`src/rtl/bru_pkg.sv`:
```
package bru_pkg;

    localparam logic [2:0] CLS_WIDE   = 3'h5;
    localparam logic [2:0] CLS_NARROW = 3'h6;

    typedef enum logic [3:0] {
        JC_ALWAYS = 4'h0,
        JC_EQ     = 4'h1,
        JC_UGT    = 4'h2,
        JC_UGE    = 4'h3,
        JC_ANY    = 4'h4,
        JC_NE     = 4'h5,
        JC_SGT    = 4'h6,
        JC_SGE    = 4'h7,
        JC_CALL   = 4'h8,
        JC_EXIT   = 4'h9,
        JC_ULT    = 4'ha,
        JC_ULE    = 4'hb,
        JC_SLT    = 4'hc,
        JC_SLE    = 4'hd
    } jcode_e;

    typedef enum logic [1:0] {
        CK_HELPER_ADDR = 2'd0,
        CK_LOCAL       = 2'd1,
        CK_HELPER_TYPE = 2'd2,
        CK_RSVD        = 2'd3
    } call_kind_e;

    typedef enum logic [2:0] {
        OUT_SEQ  = 3'd0,
        OUT_JUMP = 3'd1,
        OUT_CALL = 3'd2,
        OUT_EXIT = 3'd3,
        OUT_BAD  = 3'd4
    } outcome_e;

    typedef struct packed {
        logic       narrow;
        logic       use_reg;
        logic [3:0] code;
        logic       is_cond;
        logic       is_ja;
        logic       is_call;
        logic       is_exit;
        logic [1:0] call_kind;
        logic       illegal;
    } dec_t;

endpackage

```
`src/rtl/bru_decode.sv`:
```
module bru_decode
    import bru_pkg::*;
(
    input  logic [7:0] opcode,
    input  logic [3:0] reg_field,
    output dec_t       dec
);

    logic [2:0] cls;
    logic       wide;
    logic       class_ok;
    logic       form_bad;

    always_comb begin
        cls         = opcode[2:0];
        wide        = (cls == CLS_WIDE);
        dec         = '0;
        dec.narrow  = (cls == CLS_NARROW);
        dec.use_reg = opcode[3];
        dec.code    = opcode[7:4];
        class_ok    = wide | dec.narrow;
        form_bad    = 1'b0;
        unique case (jcode_e'(opcode[7:4]))
            JC_ALWAYS: dec.is_ja = 1'b1;
            JC_CALL: begin
                dec.is_call   = 1'b1;
                dec.call_kind = reg_field[1:0];
                form_bad      = !wide || opcode[3] || (reg_field > 4'd2);
            end
            JC_EXIT: begin
                dec.is_exit = 1'b1;
                form_bad    = !wide || opcode[3];
            end
            JC_EQ, JC_NE, JC_UGT, JC_UGE, JC_ULT, JC_ULE,
            JC_SGT, JC_SGE, JC_SLT, JC_SLE, JC_ANY:
                dec.is_cond = 1'b1;
            default: form_bad = 1'b1;
        endcase
        dec.illegal = !class_ok || form_bad;
    end

endmodule

```
`src/rtl/bru_compare.sv`:
```
module bru_compare
    import bru_pkg::*;
#(
    parameter int DATA_W = 64
) (
    input  logic [DATA_W-1:0] lhs,
    input  logic [DATA_W-1:0] rhs,
    input  logic              narrow,
    input  logic [3:0]        code,
    output logic              hit
);

    localparam int HALF_W = DATA_W / 2;
    localparam int N_LANE = 2;

    logic [N_LANE-1:0] eq_l;
    logic [N_LANE-1:0] ult_l;
    logic [N_LANE-1:0] slt_l;
    logic [N_LANE-1:0] any_l;

    // lane 0 compares the low half, lane 1 the full word
    for (genvar g = 0; g < N_LANE; g++) begin : g_lane
        localparam int LW = (g == 0) ? HALF_W : DATA_W;
        logic [LW-1:0] a;
        logic [LW-1:0] b;
        assign a        = lhs[LW-1:0];
        assign b        = rhs[LW-1:0];
        assign eq_l[g]  = (a == b);
        assign ult_l[g] = (a < b);
        assign slt_l[g] = ($signed(a) < $signed(b));
        assign any_l[g] = |(a & b);
    end

    logic sel;
    logic eq, ult, slt, anyb;

    always_comb begin
        sel  = !narrow;
        eq   = eq_l[sel];
        ult  = ult_l[sel];
        slt  = slt_l[sel];
        anyb = any_l[sel];
        unique case (jcode_e'(code))
            JC_EQ:   hit = eq;
            JC_NE:   hit = !eq;
            JC_UGT:  hit = !ult && !eq;
            JC_UGE:  hit = !ult;
            JC_ULT:  hit = ult;
            JC_ULE:  hit = ult || eq;
            JC_SGT:  hit = !slt && !eq;
            JC_SGE:  hit = !slt;
            JC_SLT:  hit = slt;
            JC_SLE:  hit = slt || eq;
            JC_ANY:  hit = anyb;
            default: hit = 1'b0;
        endcase
    end

endmodule

```
`src/rtl/bru_target.sv`:
```
module bru_target #(
    parameter int PC_W   = 32,
    parameter int DISP_W = 32
) (
    input  logic [PC_W-1:0]   pc,
    input  logic [DISP_W-1:0] disp,
    output logic [PC_W-1:0]   seq_pc,
    output logic [PC_W-1:0]   tgt_pc
);

    assign seq_pc = pc + PC_W'(1);
    assign tgt_pc = seq_pc + PC_W'($signed(disp));

endmodule

```
`src/rtl/bru_branch_unit.sv`:
```
module bru_branch_unit
    import bru_pkg::*;
#(
    parameter int PC_W   = 32,
    parameter int DATA_W = 64,
    parameter int OFF_W  = 16,
    parameter int IMM_W  = 32
) (
    input  logic              clk,
    input  logic              rst_n,
    input  logic              in_valid,
    input  logic [7:0]        opcode,
    input  logic [3:0]        reg_field,
    input  logic [OFF_W-1:0]  offset,
    input  logic [IMM_W-1:0]  imm,
    input  logic [DATA_W-1:0] lhs,
    input  logic [DATA_W-1:0] rhs,
    input  logic [PC_W-1:0]   pc,
    output logic              out_valid,
    output logic [PC_W-1:0]   next_pc,
    output logic              taken,
    output logic              is_call,
    output logic [1:0]        call_kind,
    output logic              is_exit,
    output logic              illegal
);

    localparam int DISP_W = IMM_W;

    dec_t              dec;
    logic              hit;
    logic [DATA_W-1:0] rhs_eff;
    logic [DISP_W-1:0] disp;
    logic [PC_W-1:0]   seq_pc;
    logic [PC_W-1:0]   tgt_pc;

    bru_decode u_decode (
        .opcode    (opcode),
        .reg_field (reg_field),
        .dec       (dec)
    );

    // immediate source is sign-extended to the full operand width
    assign rhs_eff = dec.use_reg ? rhs : DATA_W'($signed(imm));

    bru_compare #(.DATA_W(DATA_W)) u_compare (
        .lhs    (lhs),
        .rhs    (rhs_eff),
        .narrow (dec.narrow),
        .code   (dec.code),
        .hit    (hit)
    );

    // narrow always-jump and calls displace by the immediate
    assign disp = (dec.is_call || (dec.is_ja && dec.narrow))
                ? imm : DISP_W'($signed(offset));

    bru_target #(.PC_W(PC_W), .DISP_W(DISP_W)) u_target (
        .pc     (pc),
        .disp   (disp),
        .seq_pc (seq_pc),
        .tgt_pc (tgt_pc)
    );

    outcome_e        kind_d, kind_q;
    logic [PC_W-1:0] npc_d, npc_q;
    logic [1:0]      ck_d, ck_q;
    logic            taken_d, taken_q;
    logic            valid_q;

    always_comb begin
        if (dec.illegal)                kind_d = OUT_BAD;
        else if (dec.is_exit)           kind_d = OUT_EXIT;
        else if (dec.is_call)           kind_d = OUT_CALL;
        else if (dec.is_ja || (dec.is_cond && hit)) kind_d = OUT_JUMP;
        else                            kind_d = OUT_SEQ;

        npc_d   = seq_pc;
        ck_d    = CK_HELPER_ADDR;
        taken_d = 1'b0;
        unique case (kind_d)
            OUT_JUMP: begin
                npc_d   = tgt_pc;
                taken_d = 1'b1;
            end
            OUT_CALL: begin
                ck_d = dec.call_kind;
                if (call_kind_e'(dec.call_kind) == CK_LOCAL) begin
                    npc_d   = tgt_pc;
                    taken_d = 1'b1;
                end
            end
            OUT_SEQ, OUT_EXIT, OUT_BAD: npc_d = seq_pc;
            default: npc_d = seq_pc;
        endcase
    end

    always_ff @(posedge clk) begin
        if (!rst_n) begin
            valid_q <= 1'b0;
            kind_q  <= OUT_SEQ;
            npc_q   <= '0;
            ck_q    <= '0;
            taken_q <= 1'b0;
        end else begin
            valid_q <= in_valid;
            if (in_valid) begin
                kind_q  <= kind_d;
                npc_q   <= npc_d;
                ck_q    <= ck_d;
                taken_q <= taken_d;
            end
        end
    end

    always_comb begin
        out_valid = valid_q;
        next_pc   = npc_q;
        taken     = taken_q;
        call_kind = ck_q;
        is_call   = 1'b0;
        is_exit   = 1'b0;
        illegal   = 1'b0;
        unique case (kind_q)
            OUT_CALL: is_call = 1'b1;
            OUT_EXIT: is_exit = 1'b1;
            OUT_BAD:  illegal = 1'b1;
            default: ;
        endcase
    end

    // each accepted instruction yields a result one cycle later
    p_valid_follow_r1: assert property (@(posedge clk) disable iff (!rst_n)
        in_valid |=> out_valid);

    // idle cycles drop valid and hold the result
    p_idle_hold_r12: assert property (@(posedge clk) disable iff (!rst_n)
        !in_valid |=> (!out_valid && $stable(next_pc) && $stable(taken)));

    // whenever control stays sequential the address is pc + 1
    p_seq_addr_r7: assert property (@(posedge clk) disable iff (!rst_n)
        in_valid |=> (taken || next_pc == $past(pc) + PC_W'(1)));

    // an illegal result carries no other indication
    p_illegal_quiet_r11: assert property (@(posedge clk) disable iff (!rst_n)
        illegal |-> (!taken && !is_call && !is_exit && call_kind == 2'd0));

    // a reported call never carries the reserved kind
    p_call_kind_r9: assert property (@(posedge clk) disable iff (!rst_n)
        is_call |-> (call_kind != 2'd3));

    // call and exit only come from the wide class
    p_wide_only_r10: assert property (@(posedge clk) disable iff (!rst_n)
        (in_valid && opcode[2:0] != CLS_WIDE) |=> (!is_exit && !is_call));

endmodule

```
`config.mk`:
```
export PLATFORM = sky130hd
export DESIGN_NAME = bru_branch_unit
export DESIGN_NICKNAME = d
export VERILOG_FILES = /design/src/rtl/bru_pkg.sv /design/src/rtl/bru_decode.sv /design/src/rtl/bru_compare.sv /design/src/rtl/bru_target.sv /design/src/rtl/bru_branch_unit.sv
export SDC_FILE = /design/constraint.sdc
export NUM_CORES = 1
export LEC_CHECK = 0
export BUFFER_PORTS_ARGS = -buffer_cell sky130_fd_sc_hd__buf_4
export CORE_ASPECT_RATIO = 1.25
export CORE_MARGIN = 2
export CORE_UTILIZATION = 52
export DETAILED_ROUTE_END_ITERATION = 10
export PLACE_DENSITY = 0.94
export SYNTH_ARGS = -nofsm -noshare
export SYNTH_HDL_FRONTEND = slang
export SYNTH_SLANG_ARGS = --single-unit
```
`constraint.sdc`:
```
create_clock -name clk -period 13.15 [get_ports clk]
set_input_delay 2.63 -clock clk [delete_from_list [all_inputs] [get_ports clk]]
set_output_delay 2.63 -clock clk [all_outputs]
set_load 0.05 [all_outputs]
```
# == After elaboration in Yosys (flattened, before gate mapping) ==
# Index checks and enable logic that the tools add are counted.
# Widths: inputs -> output; s select.
# totals
inputBits,223
reg_bits,39
output_inout_bits,39
wordCells,90
# classes
n_lt_le_gt_ge,6
bitwise,3
addsub,2
muxes,29
eq_ne,23
n_reduce_logical,22
# op_table
cell,n
$lt 64x64->1,2
$and 64x64->64,1
$eq 64x64->1,1
$lt 32x32->1,2
$mux 32,2
$mux 64,1
$pmux 32 s2,1
$reduce_or 64->1,1
$add 32x1->32 const B,1
$add 32x32->32,1
$and 32x32->32,1
$eq 32x32->1,1
$reduce_or 32->1,1
$eq 4x4->1 const B,6
$mux 1,17
$eq 4x3->1 const B,4
$reduce_or 12->1,1
$pmux 1 s11,1
$reduce_or 11->1,1
$eq 3x2->1 const B,3
$eq 3x3->1 const B,3
$eq 4x2->1 const B,2
$mux 2,4
$logic_or 1x1->1,7
12 further kinds,20

# == Logic depth before layout (Yosys ltp) ==
# depth
depth_word,15
depth_mapped,20
depth_no_buf,19

# == Hierarchy ==
# From an unflattened synthesis, not the netlist that was laid out.
# unflattened
cells_unflattened,1067
area_unflattened_um2,8007.7
# by_module_without_submodules
module,cells_per_inst,n_inst,seq_area_each_um2,area_each_um2
bru_compare,346,1,0.0,2803.9
bru_branch_unit,375,1,780.7,2720.1
bru_target,323,1,0.0,2333.5
bru_decode,23,1,0.0,150.1

# == Least setup slack after synthesis ==
# Ideal clock, no wire load.
# synth_path
path_type,input port to flip-flop
start,input opcode[3]
end,register npc_q[31] (netlist: next_pc[31])
setup_slack_ps,6649
arrival_time_ps,6382
required_time_ps,13030
setup_time_ps,120
n_path_buf,2
path_stages,15
cell_sequence,clkbuf_1 > buf_1 > mux2i_1 > ha_1 > a21oi_2 > o21ai_1 > a221o_1 > o31a_1 > nor3_2 > nand3b_1 > nand3_2 > o31a_4 > o211a_1 > o311a_1 > o31a_1
# synth_via
elab_chain_len,15
word_cells_on_any_way,40
cone_classes,order compare (4); eq/ne (4); mux (16); bitwise (2); reduce/logical (14)
# synth_rtl
element,line,text
"start, declared",bru_branch_unit.sv:12,"input logic [7:0] opcode,"
$mux 64,bru_branch_unit.sv:44,assign rhs_eff = dec.use_reg ? rhs : DATA_W'($signed(imm));
"$lt 64x64->1, or another cell as far along",bru_compare.sv:30,assign slt_l[g] = ($signed(a) < $signed(b));
$mux 1 (on tied branches) (2 in series),"bru_compare.sv:41, bru_compare.sv:39, bru_compare.sv:40",
$logic_not 1->1 (on tied branches),-,
$logic_and 1x1->1 (on tied branches),"bru_compare.sv:50, bru_compare.sv:46",
$pmux 1 s11,bru_compare.sv:43,unique case (jcode_e'(code))
$logic_and 1x1->1,bru_branch_unit.sv:75,else if (dec.is_ja || (dec.is_cond && hit)) kind_d = OUT_JUMP;
$logic_or 1x1->1,bru_branch_unit.sv:75,
$mux 1,bru_branch_unit.sv:75,
$mux 2,bru_branch_unit.sv:74,else if (dec.is_call) kind_d = OUT_CALL;
$mux 2,bru_branch_unit.sv:73,else if (dec.is_exit) kind_d = OUT_EXIT;
$mux 3 *,bru_branch_unit.sv:72,if (dec.illegal) kind_d = OUT_BAD;
$eq 3x2->1 or $eq 3x1->1 (tied branches),bru_branch_unit.sv:81,unique case (kind_d)
$pmux 32 s2 *,bru_branch_unit.sv:81,
"end signal, assigned",bru_branch_unit.sv:109,npc_q <= npc_d;
"end, declared",bru_branch_unit.sv:66,"logic [PC_W-1:0] npc_d, npc_q;"
# Mark *: on every way between the ends. The rest lies on a longest branch, timed or not. The select of a mux whose other input is x is not followed.
# A chain may end at the register's enable or synchronous reset.

# == Final worst setup path ==
# layout_path
start,input opcode[3]
end,register npc_q[24] (netlist: next_pc[24])
# Same word-level chain as after synthesis.

==> reports/results.txt <==
Fmax: 137.3 MHz
Die Height: 141.4 µm
Clock Pin Slew Worst Setup and Hold Paths: 0.06 ns
layout cell share with drive strength beyond 1: 0.2300
ys flop type: dfxtp_1
Mapped Cells: 1,054
Post-DRT Antenna Nets: 0
post-route minimum period: 7.284 ns
IO buf count: 261
Initial Util: 0.5276
Hold Buf Count CTS: 0
Critical Path Most Common Cell: a21oi_1
Post-Syn Area per Cell: 7.453 µm²
CP top delay family: compound AO/OA/AOI/OAI gates
Critical Path, Cell by Cell: buf_4, nor2b_2, buf_4, a21oi_1, ha_1, a21oi_1, nand2_1, a221o_1, o31a_1, o21ai_0, nand2_1, a311oi_1, o31a_4, o31a_1, a21oi_1, o41a_1
GRT Total Usage: 0.3324
Hold Fails Final Rpt: 0
TritonRoute pass-1 iters: 5
sequential fraction of the synthesis area: 0.09939
unrepaired setup endpoints after global routing: false
Pwr per Cell Area: 62.28 nW/µm²
Max H-tree Level: 2
core footprint: 14,890 µm²
io pins: 262
worst-case clock skew: 0 ns
buffer depth of the longest clock path: 2
synthesis-stage register bit count: 39
leakage: 0.005138 µW
Die W: 113.9 µm
Clock Sinks: 39
vias per std cell: 6.169
Worst-Margin Slew: 1.139 ns
dpl hpwl: 22,610 µm
CTS tree: built
Vias: 9,007
post-CTS sizing: 0
yosys warns: 0
post-CTS setup repair buffer count: 0
first-pass GRT wire length: 43,640 µm
syn_nets: 1,438
DRC Markers: 0
routability congestion estimate: 0.9608
setup ws final: 5.866 ns
initial detailed-routing violation count: 775
Arr. time, crit path: 7.45 ns
WS Path Type: input port to flop
Critical Path Source Type: input port
Yosys cell types: 76
ys async rst share: 0
Rel. slew slack: 0.2376
initial antenna violation count: 0
Critical Path Slowest Stage Cell: o31a_1
max-slew violation count: 0
VDD IR max: 0.07692 mV
status: completed
vias in the first global route: 8,917
commonest non-fill, non-tap cell in the layout: buf_4
slowest cell delay on critical path: 0.79 ns
hold crit path type: flop to flop
post-DR wirelength/cell: 18.95 µm
Die ar.: 16,110 µm²
grt total ovfl: 0
final period utilization: 0.5539
most frequent cells in the layout: 267 x buf_4, 160 x ha_1, 104 x a21oi_1
largest net degree at the start of global routing: 67
Place WS: 5.776 ns
worst hold slack: 0.4658 ns
Worst EP required: 13.32 ns
number of cell rows: 50
buffers and inverters on the worst path: 2
Area Growth Syn to Fin: 27.51%
Skew-Pair Late Insertion Delay: 0.28 ns
setup_tns: 0 ns
Design Power: 623.8 µW
WL final: 27,660 µm
Max-cap violations: 0
cts bufs inserted: 5
final setup vio count: 0
Worst Setup End Kind: flop
Syn Std Cell Area: 7855 µm²
EDFF count, synth: 0
NumNets Final: 1,661
clock root cell: clkbuf_16
Antenna diodes: 0
largest fanout on the critical path: 66
-- worst register-to-register path: stages, from the launching register on --
cell     delay [ns]
dfxtp_1        0.33
nor2b_1        0.14
o41a_1         0.38
-- power breakdown --
part	leakage (µW)	internal (µW)	switching [µW]
Combinational	0.00475	159	212
Sequential	0.000322	127	7.92
Clock	0.0000679	70.1	47.6
Total	0.00514	356	268
-- sequential cells by signal (all words and copies together), names as in the netlist --
signal	count
kind_q	3
taken	1
out_valid	1
next_pc	32
call_kind	2
-- through the flow --
stage               instances  utilization  instance area [µm²]
finish                   1460       0.6727                10020
global route             1460       0.6727                10020
CTS                      1460       0.6727                10020
detailed placement       1452       0.6634                 9878
global placement         1452       0.6634                 9878
floorplan                1054            -                 7855
-- layer usage --
metal	track usage	vias up	share of wire
met5	0	-	0
met4	0.1656	0	0.054
met3	0.04443	99	0.078
met2	0.6024	470	0.50
met1	0.3786	4151	0.37
li1	-	4287	-
-- worst paths after layout --
| path | from | endpoint | slack, ns | depth (start not counted) |
|---|---|---|---|---|
| setup / recovery | opcode[3] | next_pc[24] | 5.87 | 16 |
| hold / removal | call_kind[1] | call_kind[1] | 0.47 | 2 |
| setup reg to reg | next_pc[24] | next_pc[24] | 12.19 | 2 |
| hold reg to reg | call_kind[1] | call_kind[1] | 0.47 | 2 |
-- cell usage after synthesis (all sizes together) (2+ instances only) --
cell type	number	area, µm²
a2111oi	3	32.53
a211oi	13	97.59
a21o	34	255.2
a21oi	106	545.5
a221o	3	30.03
a221oi	2	17.52
a311o	2	20.02
a311oi	13	113.9
a31o	2	17.52
a31oi	14	87.58
and2	9	56.30
and3	19	123.9
and4	6	52.55
buf	11	65.06
clkbuf	40	151.4
dfxtp	39	780.8
ha	160	2002
inv	86	322.8
mux2i	36	360.4
nand2	101	379.1
nand2b	5	31.28
nand3	36	185.2
nand4	37	237.7
nor2	52	195.2
nor2b	9	56.30
nor3	21	110.1
nor3b	3	22.52
nor4	18	118.9
nor4b	2	23.77
o2111ai	3	26.28
o211a	2	20.02
o211ai	13	97.59
o21a	9	67.56
o21ai	38	190.2
o21bai	4	30.03
o311a	6	60.06
o311ai	5	43.79
o31a	11	105.1
o31ai	4	43.79
or2	4	25.02
or3	3	23.77
xnor2	39	341.6
xor2	16	140.1
-- layout make-up --
cell class | count | area (µm²)
Sequential cell | 39 | 780.7
Clock buffer | 7 | 132.6
Inverter | 86 | 322.8
Timing Repair Buffer | 267 | 2004
Fill cell | 1241 | 4873
Clock inverter | 1 | 5.005
Multi-Input combinational cell | 878 | 6543
Tap cell | 182 | 227.7
-- logic make-up after synthesis --
family,count (synthesis),synth area share
flip-flops,39,0.09939
buffers and inverters,137,0.06865
XOR/XNOR,55,0.06133
adder cells (fa/ha/maj),161,0.2574
AO/OA/AOI/OAI,296,0.2525
AND/OR/NAND/NOR,329,0.2134
multiplexers,37,0.04731
Note: power is estimated with default switching activity, not from simulation.
